File: config.mk
export PLATFORM = sky130hd
export DESIGN_NAME = timebase_counter
export DESIGN_NICKNAME = d
export VERILOG_FILES = /design/src/rtl/tbase_pkg.sv /design/src/rtl/tbase_step_sel.sv /design/src/rtl/tbase_adder.sv /design/src/rtl/tbase_read_port.sv /design/src/rtl/timebase_counter.sv
export SDC_FILE = /design/constraint.sdc
export NUM_CORES = 1
export LEC_CHECK = 0
export BUFFER_PORTS_ARGS = -buffer_cell sky130_fd_sc_hd__clkbuf_2
export CELL_PAD_IN_SITES_DETAIL_PLACEMENT = 1
export CELL_PAD_IN_SITES_GLOBAL_PLACEMENT = 2
export CORE_MARGIN = 1
export CORE_UTILIZATION = 25
export CTS_CLUSTER_SIZE = 14
export DETAILED_ROUTE_END_ITERATION = 8
export PLACE_DENSITY_LB_ADDON = 0.25
export REMOVE_ABC_BUFFERS = 1
export SETUP_SLACK_MARGIN = 0.15
export SKIP_LAST_GASP = 1
export SYNTH_ARGS = -nofsm -noshare
export SYNTH_HDL_FRONTEND = slang
export SYNTH_SLANG_ARGS = --single-unit
File: constraint.sdc
create_clock -name clk -period 4.36 [get_ports clk]
set_input_delay 0.654 -clock clk [delete_from_list [all_inputs] [get_ports clk]]
set_output_delay 0.654 -clock clk [all_outputs]
set_load 0.01 [all_outputs]
File: src/rtl/tbase_pkg.sv
package tbase_pkg;

    localparam int CNT_W    = 64;
    localparam int BUS_W    = 32;
    localparam int STEP_W   = 4;
    localparam int STEP_MAX = 10;

    typedef logic [CNT_W-1:0]  tval_t;
    typedef logic [STEP_W-1:0] step_t;
    typedef logic [BUS_W-1:0]  word_t;

    typedef struct packed {
        tval_t value;
        logic  wrap;
    } tstate_t;

    typedef struct packed {
        logic  carry;
        tval_t sum;
    } tsum_t;

    // Out-of-range steps collapse to one unit per edge.
    function automatic step_t clamp_step(input step_t req, input int max_step);
        if (req == '0 || int'(req) > max_step)
            return step_t'(1);
        return req;
    endfunction

endpackage

File: src/rtl/tbase_step_sel.sv
module tbase_step_sel
    import tbase_pkg::*;
#(
    parameter bit STEP_FROM_PORT = 1'b1,
    parameter int FIXED_STEP     = 1,
    parameter int MAX_STEP       = STEP_MAX
) (
    input  step_t step_i,
    output step_t step_o
);
    generate
        if (STEP_FROM_PORT) begin : g_port
            assign step_o = clamp_step(step_i, MAX_STEP);
        end else begin : g_fixed
            localparam step_t FIX_RAW = step_t'(FIXED_STEP);
            localparam step_t FIX_EFF = (FIXED_STEP <= 0 || FIXED_STEP > MAX_STEP)
                                        ? step_t'(1) : FIX_RAW;
            assign step_o = FIX_EFF;
        end
    endgenerate
endmodule

File: src/rtl/tbase_adder.sv
module tbase_adder
    import tbase_pkg::*;
(
    input  tval_t base_i,
    input  step_t step_i,
    output tsum_t res_o
);
    localparam int PAD_W = CNT_W - STEP_W;

    always_comb begin
        res_o = {1'b0, base_i} + {1'b0, {PAD_W{1'b0}}, step_i};
    end
endmodule

File: src/rtl/tbase_read_port.sv
module tbase_read_port
    import tbase_pkg::*;
(
    input  logic  clk,
    input  logic  rst,
    input  logic  rd_en_i,
    input  logic  rd_hi_i,
    input  tval_t value_i,
    output word_t rd_data_o
);
    localparam int HI_LSB = CNT_W - BUS_W;

    word_t shadow_q;

    always_ff @(posedge clk) begin
        if (rst)
            shadow_q <= '0;
        else if (rd_en_i && !rd_hi_i)
            shadow_q <= value_i[CNT_W-1:HI_LSB];
    end

    assign rd_data_o = rd_hi_i ? shadow_q : value_i[BUS_W-1:0];
endmodule

File: src/rtl/timebase_counter.sv
module timebase_counter
    import tbase_pkg::*;
#(
    parameter bit STEP_FROM_PORT = 1'b1,
    parameter int FIXED_STEP     = 1,
    parameter int MAX_STEP       = STEP_MAX
) (
    input  logic              clk,
    input  logic              rst,
    input  logic [STEP_W-1:0] step_i,
    input  logic              load_en_i,
    input  logic [CNT_W-1:0]  load_val_i,
    input  logic              rd_en_i,
    input  logic              rd_hi_i,
    output logic [BUS_W-1:0]  rd_data_o,
    output logic [CNT_W-1:0]  time_o,
    output logic              wrap_o
);
    step_t   step_eff;
    tsum_t   add_res;
    tstate_t st_q;

    tbase_step_sel #(
        .STEP_FROM_PORT (STEP_FROM_PORT),
        .FIXED_STEP     (FIXED_STEP),
        .MAX_STEP       (MAX_STEP)
    ) u_step (
        .step_i (step_i),
        .step_o (step_eff)
    );

    tbase_adder u_add (
        .base_i (st_q.value),
        .step_i (step_eff),
        .res_o  (add_res)
    );

    always_ff @(posedge clk) begin
        if (rst) begin
            st_q <= '0;
        end else if (load_en_i) begin
            st_q.value <= load_val_i;
            st_q.wrap  <= 1'b0;
        end else begin
            st_q.value <= add_res.sum;
            st_q.wrap  <= add_res.carry;
        end
    end

    tbase_read_port u_rd (
        .clk       (clk),
        .rst       (rst),
        .rd_en_i   (rd_en_i),
        .rd_hi_i   (rd_hi_i),
        .value_i   (st_q.value),
        .rd_data_o (rd_data_o)
    );

    assign time_o = st_q.value;
    assign wrap_o = st_q.wrap;
endmodule

==> results of run 1 <==
[metal layers]
metal / up-vias / wire [um] / share of wire, %
met1: 2947 / 10700 / 46
met2: 146 / 11100 / 48
met5: - / 0 / 0
met4: 0 / 303 / 1.3
met3: 18 / 1020 / 4.4
li1: 2884 / - / -
[power by group]
| part | internal [W] | total (W) | switching, W |
|---|---|---|---|
| registers | 0.000938 | 0.00102 | 0.0000873 |
| clock network | 0.000381 | 0.000747 | 0.000366 |
| logic | 0.000158 | 0.000362 | 0.000204 |
[how the worst min path moves through the flow]
stage,from,slack [ns],endpoint,cells after the start
2_1_floorplan,u_rd.shadow_q[0]$_SDFFE_PP0P_,0.43,u_rd.shadow_q[0]$_SDFFE_PP0P_,2
3_3_place_gp,u_rd.shadow_q[5]$_SDFFE_PP0P_,0.44,u_rd.shadow_q[5]$_SDFFE_PP0P_,2
3_5_place_dp,u_rd.shadow_q[20]$_SDFFE_PP0P_,0.45,u_rd.shadow_q[20]$_SDFFE_PP0P_,2
4_1_cts,u_rd.shadow_q[20]$_SDFFE_PP0P_,0.46,u_rd.shadow_q[20]$_SDFFE_PP0P_,2
5_1_grt,u_rd.shadow_q[8]$_SDFFE_PP0P_,0.47,u_rd.shadow_q[8]$_SDFFE_PP0P_,2
6_report,u_rd.shadow_q[13]$_SDFFE_PP0P_,0.46,u_rd.shadow_q[13]$_SDFFE_PP0P_,2
[state kept, by name (all words and copies together), names as in the netlist]
name,count
time_o,64
u_rd.shadow_q,32
wrap_o,1
[synthesized netlist by cell type, drive strengths merged (4+ instances only)]
| master | number | area share [%] |
|---|---|---|
| a2111oi | 9 | 1.9 |
| a211oi | 25 | 3.3 |
| a21oi | 42 | 3.7 |
| a311o | 5 | 0.88 |
| a311oi | 16 | 2.5 |
| a31oi | 5 | 0.55 |
| and2 | 4 | 0.44 |
| and3 | 14 | 1.5 |
| and4 | 10 | 1.5 |
| buf | 19 | 1.7 |
| clkbuf | 32 | 2.1 |
| dfxtp | 97 | 34 |
| ha | 4 | 0.88 |
| inv | 15 | 0.99 |
| mux2 | 30 | 6.0 |
| nand2 | 100 | 6.6 |
| nand3 | 19 | 1.8 |
| nand4 | 27 | 3.3 |
| nor2 | 59 | 3.9 |
| nor2b | 10 | 1.1 |
| nor3 | 19 | 1.9 |
| nor4 | 14 | 1.7 |
| nor4b | 7 | 1.3 |
| o2111a | 11 | 2.2 |
| o211ai | 4 | 0.53 |
| o21ai | 16 | 1.4 |
| o31ai | 10 | 1.3 |
| or2 | 5 | 0.55 |
| or3 | 9 | 1.1 |
| or4 | 12 | 1.6 |
| xnor2 | 16 | 2.5 |
[layout make-up]
| class | count | area [um2] |
|---|---|---|
| clock buffer | 11 | 233 |
| clock inverter | 3 | 20.0 |
| fill | 2672 | 15000 |
| inverter | 16 | 60.1 |
| multi-input combinational | 532 | 3460 |
| sequential | 97 | 1940 |
| tap | 280 | 350 |
| timing repair buffer | 180 | 931 |
[per-stage QoR]
stage / total power, W / setup WS [ns] / std cells / hold WS (ns) / util [%]
global route: 0.00224 / 0.916 / 1119 / 0.468 / 31.8
finish: 0.00213 / 1.12 / 1119 / 0.457 / 31.8
global placement: 0.00140 / 0.914 / 1105 / 0.442 / 30.6
CTS: 0.00216 / 1.15 / 1119 / 0.459 / 31.8
floorplan: 0.00120 / 1.24 / 645 / 0.427 / -
detailed placement: 0.00141 / 0.801 / 1105 / 0.449 / 30.6
[cells by family (layout without fill, tap and decap cells)]
| logic type | after synthesis | after routing | synth area share (%) |
|---|---|---|---|
| fa+ha+maj | 5 | 5 | 1.24 |
| buf+inv | 67 | 210 | 4.88 |
| flops | 97 | 97 | 34.2 |
| mux | 32 | 32 | 6.31 |
| xor+xnor | 19 | 19 | 2.93 |
| compound gates | 156 | 156 | 20.3 |
| simple gates | 320 | 320 | 30.1 |
[critical path, stage by stage]
cell and delay (ns):
clkbuf_2 0.12, o31ai_1 0.25, ha_1 0.28, fa_1 0.25, a21o_1 0.14, a21oi_2 0.05
buf_4 0.20, nor4b_4 0.78, buf_4 0.33, a311oi_1 0.13, a2111oi_2 0.30
==> impl_results.md, run 1 <==
- WL per Instance: around 21 um
- Number of buffers created by CTS: 9
- Post-CTS setup-driven buffer insertion count: 0
- Sort of element at the start of the critical path: primary input
- Worst clock skew on the final layout: ~0.0090 ns
- DR DRC count: 9
- Outcome: finished, violations left
- Clock-pin slew on the worst setup and hold paths: about 0.070 ns
- Global router's overall resource usage: 19.9%
- Reg2reg path depth: 6
- Final count of hold timing violations: 0
- Reg2reg end: time_o[42]$_SDFF_PP0_
- Highest fanout seen on the critical path: 14
- Final wirelength: around 23000 um
- Class of the tightest hold or removal check: reg -> reg
- Data required, critical path: approximately 4.6 ns
- Antenna violations before repair: 0
- Initial cell density of the core: 25.7%
- Number of pins with negative max-slew slack in the final report: 0
- Synthesized area per cell: 8.15 um2
- Antenna diode count: 0
- Final design instance area without fill: 0.00699 mm2
- Buffer type at the clock tree root: clkbuf_16
- Post-CTS Hold Buffers: 0
- HPWL reported at the end of detailed placement: about 17000 um
- Nets: 914
- Share of synthesized registers carrying an async set or reset: 0%
- Category of the worst setup path capture point: flop
- Synthesized flop and latch total: between 90 and 100
- DR vias: 5995
- Area enclosed by the die boundary: around 0.023 mm2
- I/O pin count: 170
- Number of gates given a new drive strength after cts: 0
- Synthesized cell area: 0.00567 mm2
- Leading cell type in the layout, fill and taps excluded: clkbuf_2
- Final estimated routing congestion in global placement: 0.837
- CTS H-tree depth: 3
- Worst vdd ir: roughly 0.00017 V
- Critical setup path kind: in -> reg
- Warning count from the yosys run: 0
- Starting DRT DRC Count: between 300 and 400
- Antenna Nets Post-Route: 0
- TritonCTS clock tree: yes
- Floorplan Core Area: around 0.022 mm2
- Number of rows in the core area: 54
- Cell area after placement: around 0.0067 mm2
- Maximum clock frequency: 0.309 GHz
- Violations in the final reports: design-rule violations
- Mapped Cells: just under 700
- Clock latency reported for the late side of the worst-skew pair: approximately 0.35 ns
- Layout overhead on the synthesized area: 23.3%
- Number of unique standard cell types used by synthesis: 63
- Most frequent cells in the layout: clkbuf_2, nand2_1, dfxtp_1, nor2_1, a21oi_1
- Leakage Power: about 2.7 nW
- Critical path origin: step_i[3]
- Share of post-route cells with drive strength above 1: between 20 and 30%
- Pin count of the biggest net entering global routing: a little under 80
- Routing layer with the top usage in global route: met2
- Measured slew at the worst slew-check pin: 1.12 ns
- Maximum buffer depth of the clock tree: 2
- M1 GR Usage: 26.0%
- Post-route fraction of the period consumed by the critical path: around three quarters
- Max-Cap Viols: 0
- Global-route wire length before repair: between 30000 and 40000 um
- Most instantiated flip-flop cell in the synthesis netlist: dfxtp_1
- Met2 Use GR: roughly a third
- Minimum period implied by the final worst setup slack: between 3 and 4 ns
- Launch instance of the worst register-to-register path: time_o[4]$_SDFF_PP0_
- Sequential share of the synthesized area: roughly a third
- Y dimension of the die: roughly 150 um
- Data arrival, critical path: roughly 3.5 ns
- Number of global-route vias before repair: 6255
- Setup crit end: time_o[42]$_SDFF_PP0_
- Met3 usage in global routing: roughly 2.4%
- Number of synthesized flops with an enable pin: 0
- DR vias/cell: around 5.4
- Total congestion overflow: 0
- CTS sink cnt: 97
- Remaining max-slew budget at the tightest pin: 25.1%
- Total of endpoints with negative setup slack in the final report: 0
- Sum Neg Setup Slack: 0 ns
- Setup repair after global routing missed its margin: false
- Router iterations before antenna repair: 8
- Ratio of total power to cell area: 305 mW/mm2
- # port buffers: 169
- Setup slack of the most critical reg-to-reg path: about 1.4 ns
- Floorplan die width: about 150 um
Power figures use the tool's default switching activity.
==> inputs of run 2 (changes only) <==
==> constraint.sdc (replaced) <==
create_clock -name clk -period 3.3 [get_ports clk]
set_input_delay 0.495 -clock clk [delete_from_list [all_inputs] [get_ports clk]]
set_output_delay 0.495 -clock clk [all_outputs]
set_load 0.01 [all_outputs]
==> impl_results.md, run 2 (synthesis results as in run 1) <==
- Highest fanout seen on the critical path: 13
- Worst clock skew on the final layout: between 0.009 and 0.01 ns
- Total congestion overflow: 0
- CP delay by family, top: compound AO/OA/AOI/OAI gates
- CTS sink cnt: 97
- Global-route wire length before repair: 36500 um
- Antenna diode count: 0
- I/O pin count: 170
- Critical Path, Cell by Cell: clkbuf_2 -> o31ai_1 -> ha_1 -> fa_1 -> a21o_1 -> a21oi_2 -> buf_4 -> nand4b_2 -> or3_1 -> a2111oi_1
- Met2 Use GR: about a third
- Final wirelength: ~23000 um
- Category of the worst setup path capture point: flop
- Measured slew at the worst slew-check pin: 1.04 ns
- Floorplan die width: ~150 um
- Y dimension of the die: between 150 and 200 um
- Share of post-route cells with drive strength above 1: 30.7%
- Minimum period implied by the final worst setup slack: ~2.8 ns
- Violations in the final reports: design-rule violations
- Nets: ~930
- Number of buffers created by CTS: 9
- Global router's overall resource usage: about a fifth
- M1 GR Usage: 26.0%
- Data arrival, critical path: 3.08 ns
- Buffer type at the clock tree root: clkbuf_16
- Routing layer with the top usage in global route: met2
- Outcome: finished, violations left
- Share of power burned in registers: 44.8%
- Crit path buf inv count: 2
- Clock network power share: 39.1%
- Starting DRT DRC Count: around 290
- Leading cell type in the layout, fill and taps excluded: clkbuf_2
- Post-CTS Hold Buffers: 0
- Layout overhead on the synthesized area: 26.7%
- CTS H-tree depth: 3
- Maximum buffer depth of the clock tree: 2
- # port buffers: between 150 and 200
- Stage delay of the slowest cell on the critical path: 0.45 ns
- Max-Cap Viols: 0
- Floorplan Core Area: between 0.02 and 0.025 mm2
- Met3 usage in global routing: about 3.2%
- Initial cell density of the core: around a quarter
- TritonCTS clock tree: yes
- Number of global-route vias before repair: ~6.4k
- Placed cells: 1113
- Data required, critical path: ~3.5 ns
- Flip-flop count of the largest register after layout: 64
- Post-route fraction of the period consumed by the critical path: 86.0%
- Router iterations before antenna repair: 7
- Ratio of total power to cell area: roughly 420 mW/mm2
- Worst vdd ir: around 0.00021 V
- Sum Neg Setup Slack: 0 ns
- Remaining max-slew budget at the tightest pin: between 30% and 40%
- Clock-pin slew on the worst setup and hold paths: 0.07 ns
- Final count of hold timing violations: 0
- Sort of element at the start of the critical path: primary input
- Leakage Power: around 2.8 nW
- WL per Instance: slightly above 20 um
- Final estimated routing congestion in global placement: 0.824
- Number of pins with negative max-slew slack in the final report: 0
- Post-Layout Cell Count: about 1.1k
- Cell Int Power: ~0.0021 W
- Setup repair after global routing missed its margin: false
- DR vias/cell: between 5 and 6
- Area enclosed by the die boundary: approximately 0.023 mm2
- Antenna violations before repair: 0
- Class of the tightest hold or removal check: in -> reg
- DR vias: around 6.0k
- Combinational Power Share: between 10% and 20%
- Switching share of power: about 29%
- Critical path's slowest cell: or3_1
- Total of endpoints with negative setup slack in the final report: 0
- Maximum clock frequency: between 0.3 and 0.4 GHz
- Switching power summed over all nets: a little under 0.0009 W
- DR DRC count: 11
- Number of rows in the core area: between 50 and 60
- Pin count of the biggest net entering global routing: 67
- Most frequent cells in the layout: clkbuf_2, nand2_1, dfxtp_1, nor2_1, a21oi_1
- Antenna Nets Post-Route: 0
- Clock latency reported for the late side of the worst-skew pair: around 0.36 ns
- Critical setup path kind: in -> reg
- HPWL reported at the end of detailed placement: 16900 um
run 2: changes by cell type in the layout (fill, tap and decap cells not counted):
cell / before / now
buf_4: 12 / 20
a2111oi_0: 3 / 2
buf_12: 0 / 3
bufinv_16: 0 / 2
a2111oi_1: 2 / 3
clkbuf_1: 2 / 0
clkbuf_8: 0 / 1
run 2: path summary, 6_finish.rpt:
kind                                   from                              to  slack, ns  cells past startpoint
min reg2reg  u_rd.shadow_q[27]$_SDFFE_PP0P_  u_rd.shadow_q[27]$_SDFFE_PP0P_       0.46                      2
max                               step_i[3]           time_o[32]$_SDFF_PP0_       0.46                     10
max reg2reg           time_o[37]$_SDFF_PP0_           time_o[47]$_SDFF_PP0_       0.70                      5
min                           load_val_i[2]            time_o[2]$_SDFF_PP0_       0.37                      3
run 2: final cells by class:
class | count | area (um2)
Inverter | 16 | 60.1
Multi-Input combinational cell | 532 | 3460
Timing Repair Buffer | 191 | 1050
Sequential cell | 97 | 1940
Clock inverter | 5 | 80.1
Clock buffer | 10 | 239
Fill cell | 2685 | 14800
Tap cell | 280 | 350
run 2: worst register-to-register path: stages, from the launching register on:
cell       delay [ns]
dfxtp_1          0.49
and3_1           0.32
and3_1           0.43
nand4_2          0.41
or3_1            0.45
a2111oi_0        0.38
run 2: timing repair:
item                       in CTS  in global routing
gates resized for setup         0                  1
buffers inserted                0                  3
setup endpoints to repair       0                  5
run 2: metrics by stage:
| step | setup WS (ns) | instance area (um2) | hold WS [ns] | utilization [%] | total power (W) |
|---|---|---|---|---|---|
| 4_1_cts | 0.237 | 7150 | 0.354 | 32.4 | 0.00306 |
| 3_3_place_gp | 0.0910 | 6830 | 0.441 | 31.0 | 0.00185 |
| 3_5_place_dp | -0.132 | 6830 | 0.450 | 31.0 | 0.00187 |
| 2_1_floorplan | 0.334 | 5450 | 0.427 | - | 0.00158 |
| 6_report | 0.462 | 7180 | 0.370 | 32.6 | 0.00301 |
| 5_1_grt | 0.240 | 7180 | 0.372 | 32.6 | 0.00314 |
run 2: per-layer routing:
layer	part of all wire, %	wire length (um)	up-vias
met3	4.1	945	25
met1	47	10700	2953
met5	0	0	-
li1	-	-	2908
met2	47	10800	143
met4	1.4	329	0
run 2: power by group through the flow:
stage | combinational [W] | sequential, W | clock, W
after floorplan | 0.000217 | 0.00136 | 0
after global placement | 0.000478 | 0.00137 | 0
after detailed placement | 0.000489 | 0.00138 | 0
after CTS | 0.000492 | 0.00135 | 0.00121
after global routing | 0.000534 | 0.00136 | 0.00125
final | 0.000484 | 0.00135 | 0.00118
